## config.mk

```make
export PLATFORM = sky130hd
export DESIGN_NAME = wprot_unit
export DESIGN_NICKNAME = d
export VERILOG_FILES = /design/src/rtl/wprot_pkg.sv /design/src/rtl/wprot_latch.sv /design/src/rtl/wprot_cfg.sv /design/src/rtl/wprot_region.sv /design/src/rtl/wprot_unit.sv
export SDC_FILE = /design/constraint.sdc
export NUM_CORES = 1
export LEC_CHECK = 0
export ABC_CLOCK_PERIOD_IN_PS = 1400
export CAP_MARGIN = 10
export CELL_PAD_IN_SITES_DETAIL_PLACEMENT = 1
export CELL_PAD_IN_SITES_GLOBAL_PLACEMENT = 1
export CORE_AREA = 2 2 39 41
export CTS_BUF_LIST = sky130_fd_sc_hd__clkbuf_8
export CTS_CLUSTER_DIAMETER = 200
export DETAILED_ROUTE_END_ITERATION = 6
export DIE_AREA = 0 0 41 43
export DONT_BUFFER_PORTS = 1
export GPL_TIMING_DRIVEN = 0
export PLACE_DENSITY_LB_ADDON = 0.1
export SLEW_MARGIN = 40
export SYNTH_ARGS = -nofsm -noshare
export SYNTH_HDL_FRONTEND = slang
export SYNTH_SLANG_ARGS = --single-unit
```

## constraint.sdc

```tcl
create_clock -name clk -period 1.4 [get_ports clk]
set_input_delay 0.35 -clock clk [delete_from_list [all_inputs] [get_ports clk]]
set_output_delay 0.35 -clock clk [all_outputs]
set_load 0.005 [all_outputs]
```

## src/rtl/wprot_pkg.sv

```systemverilog
package wprot_pkg;
   localparam int STAT_W     = 8;
   localparam int POS_LOCK   = 7;
   localparam int POS_BP_HI  = 3;
   localparam int POS_BP_LO  = 2;
   localparam int POS_LATCH  = 1;

   typedef struct packed {
      logic       lock_en;
      logic [1:0] bp;
   } nv_cfg_t;

   function automatic logic [STAT_W-1:0] pack_status(input nv_cfg_t cfg, input logic latch);
      logic [STAT_W-1:0] s;
      s = '0;
      s[POS_LOCK]              = cfg.lock_en;
      s[POS_BP_HI:POS_BP_LO]   = cfg.bp;
      s[POS_LATCH]             = latch;
      return s;
   endfunction

   function automatic nv_cfg_t unpack_cfg(input logic [STAT_W-1:0] d);
      nv_cfg_t c;
      c.lock_en = d[POS_LOCK];
      c.bp      = d[POS_BP_HI:POS_BP_LO];
      return c;
   endfunction
endpackage

```

## src/rtl/wprot_latch.sv

```systemverilog
module wprot_latch (
   input  logic clk,
   input  logic rst_n,
   input  logic set_we,
   input  logic clr_we,
   input  logic commit,
   input  logic cyc_end,
   output logic latch
);
   logic armed;

   always_ff @(posedge clk or negedge rst_n) begin
      if (!rst_n) begin
         latch <= 1'b0;
         armed <= 1'b0;
      end else begin
         if (clr_we || (cyc_end && armed)) latch <= 1'b0;
         else if (set_we)                  latch <= 1'b1;

         if (cyc_end || clr_we || set_we) armed <= 1'b0;
         else if (commit)                 armed <= 1'b1;
      end
   end

   AST_CLEAR_WINS: assert property (@(posedge clk) disable iff (!rst_n)
      clr_we |=> !latch);
   AST_SET_TAKES: assert property (@(posedge clk) disable iff (!rst_n)
      (set_we && !clr_we && !cyc_end) |=> latch);
   AST_END_CLEARS: assert property (@(posedge clk) disable iff (!rst_n)
      (cyc_end && armed) |=> !latch);
   AST_IDLE_END_KEEPS: assert property (@(posedge clk) disable iff (!rst_n)
      (cyc_end && !armed && !set_we && !clr_we) |=> (latch == $past(latch)));
endmodule

```

## src/rtl/wprot_cfg.sv

```systemverilog
module wprot_cfg
   import wprot_pkg::*;
(
   input  logic              clk,
   input  logic              rst_n,
   input  logic              wr_en,
   input  logic [STAT_W-1:0] din,
   output nv_cfg_t           cfg
);
   localparam nv_cfg_t CFG_RST = '{lock_en: 1'b0, bp: 2'b00};

   always_ff @(posedge clk or negedge rst_n) begin
      if (!rst_n)     cfg <= CFG_RST;
      else if (wr_en) cfg <= unpack_cfg(din);
   end

   AST_CFG_FROZEN: assert property (@(posedge clk) disable iff (!rst_n)
      !wr_en |=> $stable(cfg));
endmodule

```

## src/rtl/wprot_region.sv

```systemverilog
module wprot_region #(
   parameter int ADDR_W = 13,
   parameter int STYLE  = 0
) (
   input  logic [1:0]        bp,
   input  logic [ADDR_W-1:0] addr,
   output logic              fenced
);
   localparam logic [ADDR_W-1:0] LB_QTR  = {2'b11, {(ADDR_W-2){1'b0}}};
   localparam logic [ADDR_W-1:0] LB_HALF = {1'b1,  {(ADDR_W-1){1'b0}}};

   if (ADDR_W < 2) begin : g_bad_w
      $error("wprot_region: ADDR_W must be at least 2");
   end
   if (STYLE != 0 && STYLE != 1) begin : g_bad_s
      $error("wprot_region: STYLE must be 0 or 1");
   end

   if (STYLE == 0) begin : g_topbits
      always_comb begin
         unique case (bp)
            2'b00:   fenced = 1'b0;
            2'b01:   fenced = addr[ADDR_W-1] & addr[ADDR_W-2];
            2'b10:   fenced = addr[ADDR_W-1];
            default: fenced = 1'b1;
         endcase
      end
   end else begin : g_bound
      logic [ADDR_W-1:0] lb;
      always_comb begin
         unique case (bp)
            2'b01:   lb = LB_QTR;
            2'b10:   lb = LB_HALF;
            default: lb = '0;
         endcase
         fenced = (bp != 2'b00) && (addr >= lb);
      end
   end
endmodule

```

## src/rtl/wprot_unit.sv

```systemverilog
module wprot_unit
   import wprot_pkg::*;
#(
   parameter int ADDR_W       = 13,
   parameter int REGION_STYLE = 0
) (
   input  logic              clk,
   input  logic              rst_n,
   input  logic              set_we,
   input  logic              clr_we,
   input  logic              stat_wr,
   input  logic [STAT_W-1:0] stat_din,
   input  logic              mem_wr,
   input  logic              cyc_end,
   input  logic              wp_n,
   input  logic [ADDR_W-1:0] waddr,
   output logic [STAT_W-1:0] stat_dout,
   output logic              stat_wr_ok,
   output logic              mem_wr_ok
);
   logic    latch;
   logic    fenced;
   logic    stat_take;
   logic    mem_take;
   nv_cfg_t cfg;

   assign stat_wr_ok = latch && !(cfg.lock_en && !wp_n);
   assign mem_wr_ok  = latch && !fenced;
   assign stat_take  = stat_wr && stat_wr_ok;
   assign mem_take   = mem_wr && mem_wr_ok;
   assign stat_dout  = pack_status(cfg, latch);

   wprot_latch u_latch (
      .clk     (clk),
      .rst_n   (rst_n),
      .set_we  (set_we),
      .clr_we  (clr_we),
      .commit  (stat_take || mem_take),
      .cyc_end (cyc_end),
      .latch   (latch)
   );

   wprot_cfg u_cfg (
      .clk   (clk),
      .rst_n (rst_n),
      .wr_en (stat_take),
      .din   (stat_din),
      .cfg   (cfg)
   );

   wprot_region #(.ADDR_W(ADDR_W), .STYLE(REGION_STYLE)) u_region (
      .bp     (cfg.bp),
      .addr   (waddr),
      .fenced (fenced)
   );

   AST_PIN_LOCK: assert property (@(posedge clk) disable iff (!rst_n)
      (stat_dout[POS_LOCK] && !wp_n) |-> !stat_wr_ok);
   AST_FULL_FENCE: assert property (@(posedge clk) disable iff (!rst_n)
      (stat_dout[POS_BP_HI:POS_BP_LO] == 2'b11) |-> !mem_wr_ok);
   AST_NO_LATCH_NO_WRITE: assert property (@(posedge clk) disable iff (!rst_n)
      !stat_dout[POS_LATCH] |-> (!mem_wr_ok && !stat_wr_ok));
   AST_STATWR_KEEPS_LATCH: assert property (@(posedge clk) disable iff (!rst_n)
      (stat_wr && !set_we && !clr_we && !cyc_end) |=>
         (stat_dout[POS_LATCH] == $past(stat_dout[POS_LATCH])));
endmodule

```

Word-level counts from Yosys, hierarchy flattened:

Index checks and enable logic that the tools add are counted.

* output and inout bits: 10
* register bits: 5
* input bits: 29

* muxes and demuxes: 5
* equal/unequal tests: 2
* reductions and logical operators: 16
* bitwise logic cells: 1

Operator list (number)
* $logic_and A1 B1 Y1: 6
* $logic_or A1 B1 Y1: 4
* $mux W1: 4
* $reduce_bool A2 Y1: 2
* $logic_not A1 Y1: 3
* $pmux W1 S3: 1
* $eq A2 B1 Y1 const B: 1
* $eq A2 B2 Y1 const B: 1
* $logic_not A2 Y1: 1
* $and A1 B1 Y1: 1

Depth between registers and ports, before layout:

* depth in word-level cells: 8
* mapped depth: 3
* depth with buffers taken out: 3

Modules after synthesis:

From an unflattened synthesis, not the netlist that was laid out.

* cells, all modules: 26
* area, all modules: 297.8 sq um

By module, submodules not included
* wprot_cfg: times used 1, cells each 6, area an instance 108.9 sq um
* wprot_unit: times used 1, cells each 11, area an instance 92.6 sq um
* wprot_latch: times used 1, cells each 6, area an instance 82.6 sq um
* wprot_region: times used 1, cells each 3, area an instance 13.8 sq um

Least setup slack after synthesis:

OpenSTA, ideal clock, no wires.

* path kind: reg-to-reg
* from: register u_cfg.cfg[2] (netlist name)
* to: register u_cfg.cfg[0] (netlist name)
* buffers on the path: 0
* data required time: 1275 ps
* stages on the path, launching flop included: 4
* path slack: 308 ps
* arrival time: 967 ps
* cells stage by stage: dfrtp_1 > nand2b_1 > and3_4 > mux2_4

* longest elaborated chain between the ends: 4

RTL lines
* $logic_and A1 B1 Y1: line wprot_unit.sv:27 `assign stat_wr_ok = latch && !(cfg.lock_en && !wp_n);`
* $logic_not A1 Y1: line wprot_unit.sv:27
* $logic_and A1 B1 Y1: line wprot_unit.sv:27
* $logic_and A1 B1 Y1: line wprot_unit.sv:29 `assign stat_take = stat_wr && stat_wr_ok;`

Every way passes these cells.
A chain may end at the register's enable or synchronous reset.

Worst setup path after layout:

* from: register u_cfg.cfg[1] (netlist name)
* to: output mem_wr_ok

* longest elaborated chain between the ends: 4
* elaborated cells on any way between the ends: 6
* classes of those cells: eq/ne: 2; mux: 1; reduce/logical: 3

RTL lines
* $eq A2 B2 Y1, or another cell as far along: line wprot_region.sv:21 `unique case (bp)`
* $pmux W1 S3 (*): line wprot_region.sv:21
* $logic_not A1 Y1 (*): line wprot_unit.sv:28 `assign mem_wr_ok = latch && !fenced;`
* $logic_and A1 B1 Y1 (*): line wprot_unit.sv:28
* end: declaration: line wprot_unit.sv:19 `output logic mem_wr_ok`

Every way passes the cells marked *; elsewhere a longest branch is shown, timed or not.

==> results.sh <==
export IMPL_run_status="complete, no violations"
export IMPL_number_of_max_slew_violations_in_the_final_report=0
export IMPL_final_hold_viol_count=0
export IMPL_cts_made_buffers=3
export IMPL_core_area_um2=1380
export IMPL_sequential_fraction_of_the_synthesis_area_pct=42.6
export IMPL_wl_um=665
export IMPL_skew_ns=0.000394
export IMPL_cell_area_after_synthesis_um2=294
export IMPL_grt_setup_unrepaired="false"
export IMPL_path_max_fanout=5
export IMPL_finalSetupViolations=0
export IMPL_clock_insertion_delay_worst_skew_ns=0.22
export IMPL_synthesis_instances=27
export IMPL_flow_area_growth_from_synthesis_pct=31.1
export IMPL_hold_path_class="in -> reg"
export IMPL_cts_root_buffer_cell="sky130_fd_sc_hd__clkbuf_8"
export IMPL_final_min_period_over_clock_period_pct=95.4
export IMPL_timing_critical_path_required_ns=1.05
export IMPL_synth_seq_cells=5
export IMPL_worstHoldPathCells=1
export IMPL_startpoint_of_the_tightest_hold_check_path="clr_we"
export IMPL_drt_wirelength_per_cell_um=13.0
export IMPL_drtIter0Drc=0
export IMPL_timing_critical_path_from_type="flip-flop"
export IMPL_antenna_cells=0
export IMPL_clock_path_buffers=2
export IMPL_ff2ff_path_depth=3
export IMPL_placed_cell_area_um2=325
export IMPL_grt_first_pass_wirelength_um=979
export IMPL_r2r_end="u_cfg.cfg[1]"
export IMPL_reg2reg_setup_slack_ns=0.25
export IMPL_path_clk_slew_ns=0.04
export IMPL_static_leakage_power_uw=0.000184
export IMPL_cts_repair_timing_setup_buffer_count=0
export IMPL_grt_total_usage_pct=9.19
export IMPL_synth_distinct_cells=15
export IMPL_starting_density_of_the_core_pct=21.2
export IMPL_via_count_of_the_first_global_routing_pass=246
export IMPL_count_of_max_cap_constraint_violations=0
export IMPL_layout_drive_gt1_share_pct=42.9
export IMPL_post_layout_min_period_ns=1.34
export IMPL_num_rows=14
export IMPL_layout_cells_non_filler=51
export IMPL_die_width_um=41
export IMPL_finalCoreUtilization_pct=27.8
export IMPL_timing_critical_path_arrival_ns=0.99
export IMPL_routabilityCongestion=0.646
export IMPL_drt_antenna_violating_nets=0
export IMPL_peakVddDrop_mv=0.448
export IMPL_post_place_cells=46
export IMPL_cp_end_kind="primary output"
export IMPL_floorplan_die_area_um2=1760
export IMPL_grt_ovfl_total=0
export IMPL_tightest_hold_margin_ns=0.190
export IMPL_layout_cell_area_non_filler_um2=385
export IMPL_timing_critical_path_from="u_cfg.cfg[1]"
export IMPL_drc_errors=0
export IMPL_cts_tree="yes"
export IMPL_criticalPathCategory="reg -> out"
export IMPL_place_hpwl_um=545
export IMPL_detail_route_vias_per_cell=4.25
export IMPL_worst_r2r_startpoint="u_cfg.cfg[2]"
export IMPL_power_per_cell_area_nw_per_um2=1470
export IMPL_chipHeight_um=43
export IMPL_floorplan_io_pins=39
export IMPL_route_vias_total=217
export IMPL_grt_start_max_net_pins=7
export IMPL_number_of_antenna_violations_at_the_first_check_in_global_routing=0
export IMPL_setup_tns_ns=0
export IMPL_drtPass1Iterations=1
export IMPL_cts_sinks=5
export IMPL_fmax_mhz=749
export IMPL_buffer_ports_inserted=0
export IMPL_synth_area_per_cell_um2=10.9
export IMPL_cts_max_level=1
export IMPL_whs_endpoint="u_latch.latch"
export IMPL_synth_yosys_warnings=0
export IMPL_num_nets_final=65
==> metrics by stage <==
stage | setup slack [ns] | power (uW)
after floorplan | 0.308 | 278
after CTS | 0.0273 | 568
after global placement | 0.263 | 293
final | 0.0646 | 565
after global routing | 0.0245 | 601
after detailed placement | 0.240 | 296
==> metal layers <==
layer | wire length, um | track usage (%) | part of all wire, %
met5 | 0 | 0 | 0
met4 | 0 | 8.00 | 0
met3 | 62 | 4.71 | 9.3
met2 | 325 | 13.4 | 49
met1 | 277 | 8.85 | 42
==> timing repair <==
action / 4_1_cts / 5_1_grt
endpoints found under the hold margin: 5 / 0
hold buffers: 1 / 0
setup endpoints to repair: 0 / 1
gates resized for setup: 0 / 2
==> state kept, by name, indices dropped and copies added (netlist names) <==
signal / cells
u_latch.armed: 1
u_cfg.cfg: 3
u_latch.latch: 1
==> synth_stat cells <==
master	count	share of area [%]
sky130_fd_sc_hd__a21o_1	1	2.6
sky130_fd_sc_hd__o31a_1	1	3.0
sky130_fd_sc_hd__and3_4	1	3.8
sky130_fd_sc_hd__buf_4	5	13
sky130_fd_sc_hd__and2_2	1	2.6
sky130_fd_sc_hd__a211oi_1	1	2.6
sky130_fd_sc_hd__conb_1	1	1.3
sky130_fd_sc_hd__a221oi_1	1	3.0
sky130_fd_sc_hd__dfrtp_1	5	43
sky130_fd_sc_hd__nor2_1	1	1.3
sky130_fd_sc_hd__a21oi_1	1	1.7
sky130_fd_sc_hd__nand2_1	3	3.8
sky130_fd_sc_hd__mux2_4	3	15
sky130_fd_sc_hd__nor3_1	1	1.7
sky130_fd_sc_hd__nand2b_1	1	2.1
==> worst max path at each step <==
stage	end	cells after the start
floorplan	u_cfg.cfg[0]	3
CTS	mem_wr_ok	2
detailed placement	u_cfg.cfg[2]	3
finish	mem_wr_ok	2
global placement	u_cfg.cfg[1]	3
global route	mem_wr_ok	2
==> layout make-up <==
cell class	count	area (um^2)
buffer	5	37.5
timing repair buffer	1	10.0
multi-input combinational	20	146
tap	16	20.0
fill	165	998
clock inverter	1	3.75
clock buffer	3	41.3
sequential	5	126
==> cell families after synthesis <==
group	count (synthesis)	synth area share, %
AO/OA/AOI/OAI	5	12.8
buffers and inverters	5	12.8
flip-flops	5	42.6
multiplexers	3	15.3
other	1	1.28
AND/OR/NAND/NOR	8	15.3
==> critical path: stages (launching register included) <==
cell	delay (ns)
sky130_fd_sc_hd__dfrtp_2	0.43
sky130_fd_sc_hd__a21o_1	0.19
sky130_fd_sc_hd__a21oi_2	0.15
==> layout by cell type (no fill, tap or decap), types with 3 or more instances in the layout <==
cell type	n
sky130_fd_sc_hd__buf_4	5
sky130_fd_sc_hd__conb_1	4
sky130_fd_sc_hd__dfrtp_1	4
sky130_fd_sc_hd__nand2_1	3
sky130_fd_sc_hd__mux2_4	3
sky130_fd_sc_hd__clkbuf_8	3
==> power by group <==
part | internal [uW] | switching, uW | leakage (uW)
Clock | 188 | 73.2 | 0.0000269
Sequential | 174 | 36.1 | 0.0000607
Combinational | 60.9 | 32.8 | 0.0000964
Total | 423 | 142 | 0.000184
No activity file was read; power rests on OpenSTA's default activity.
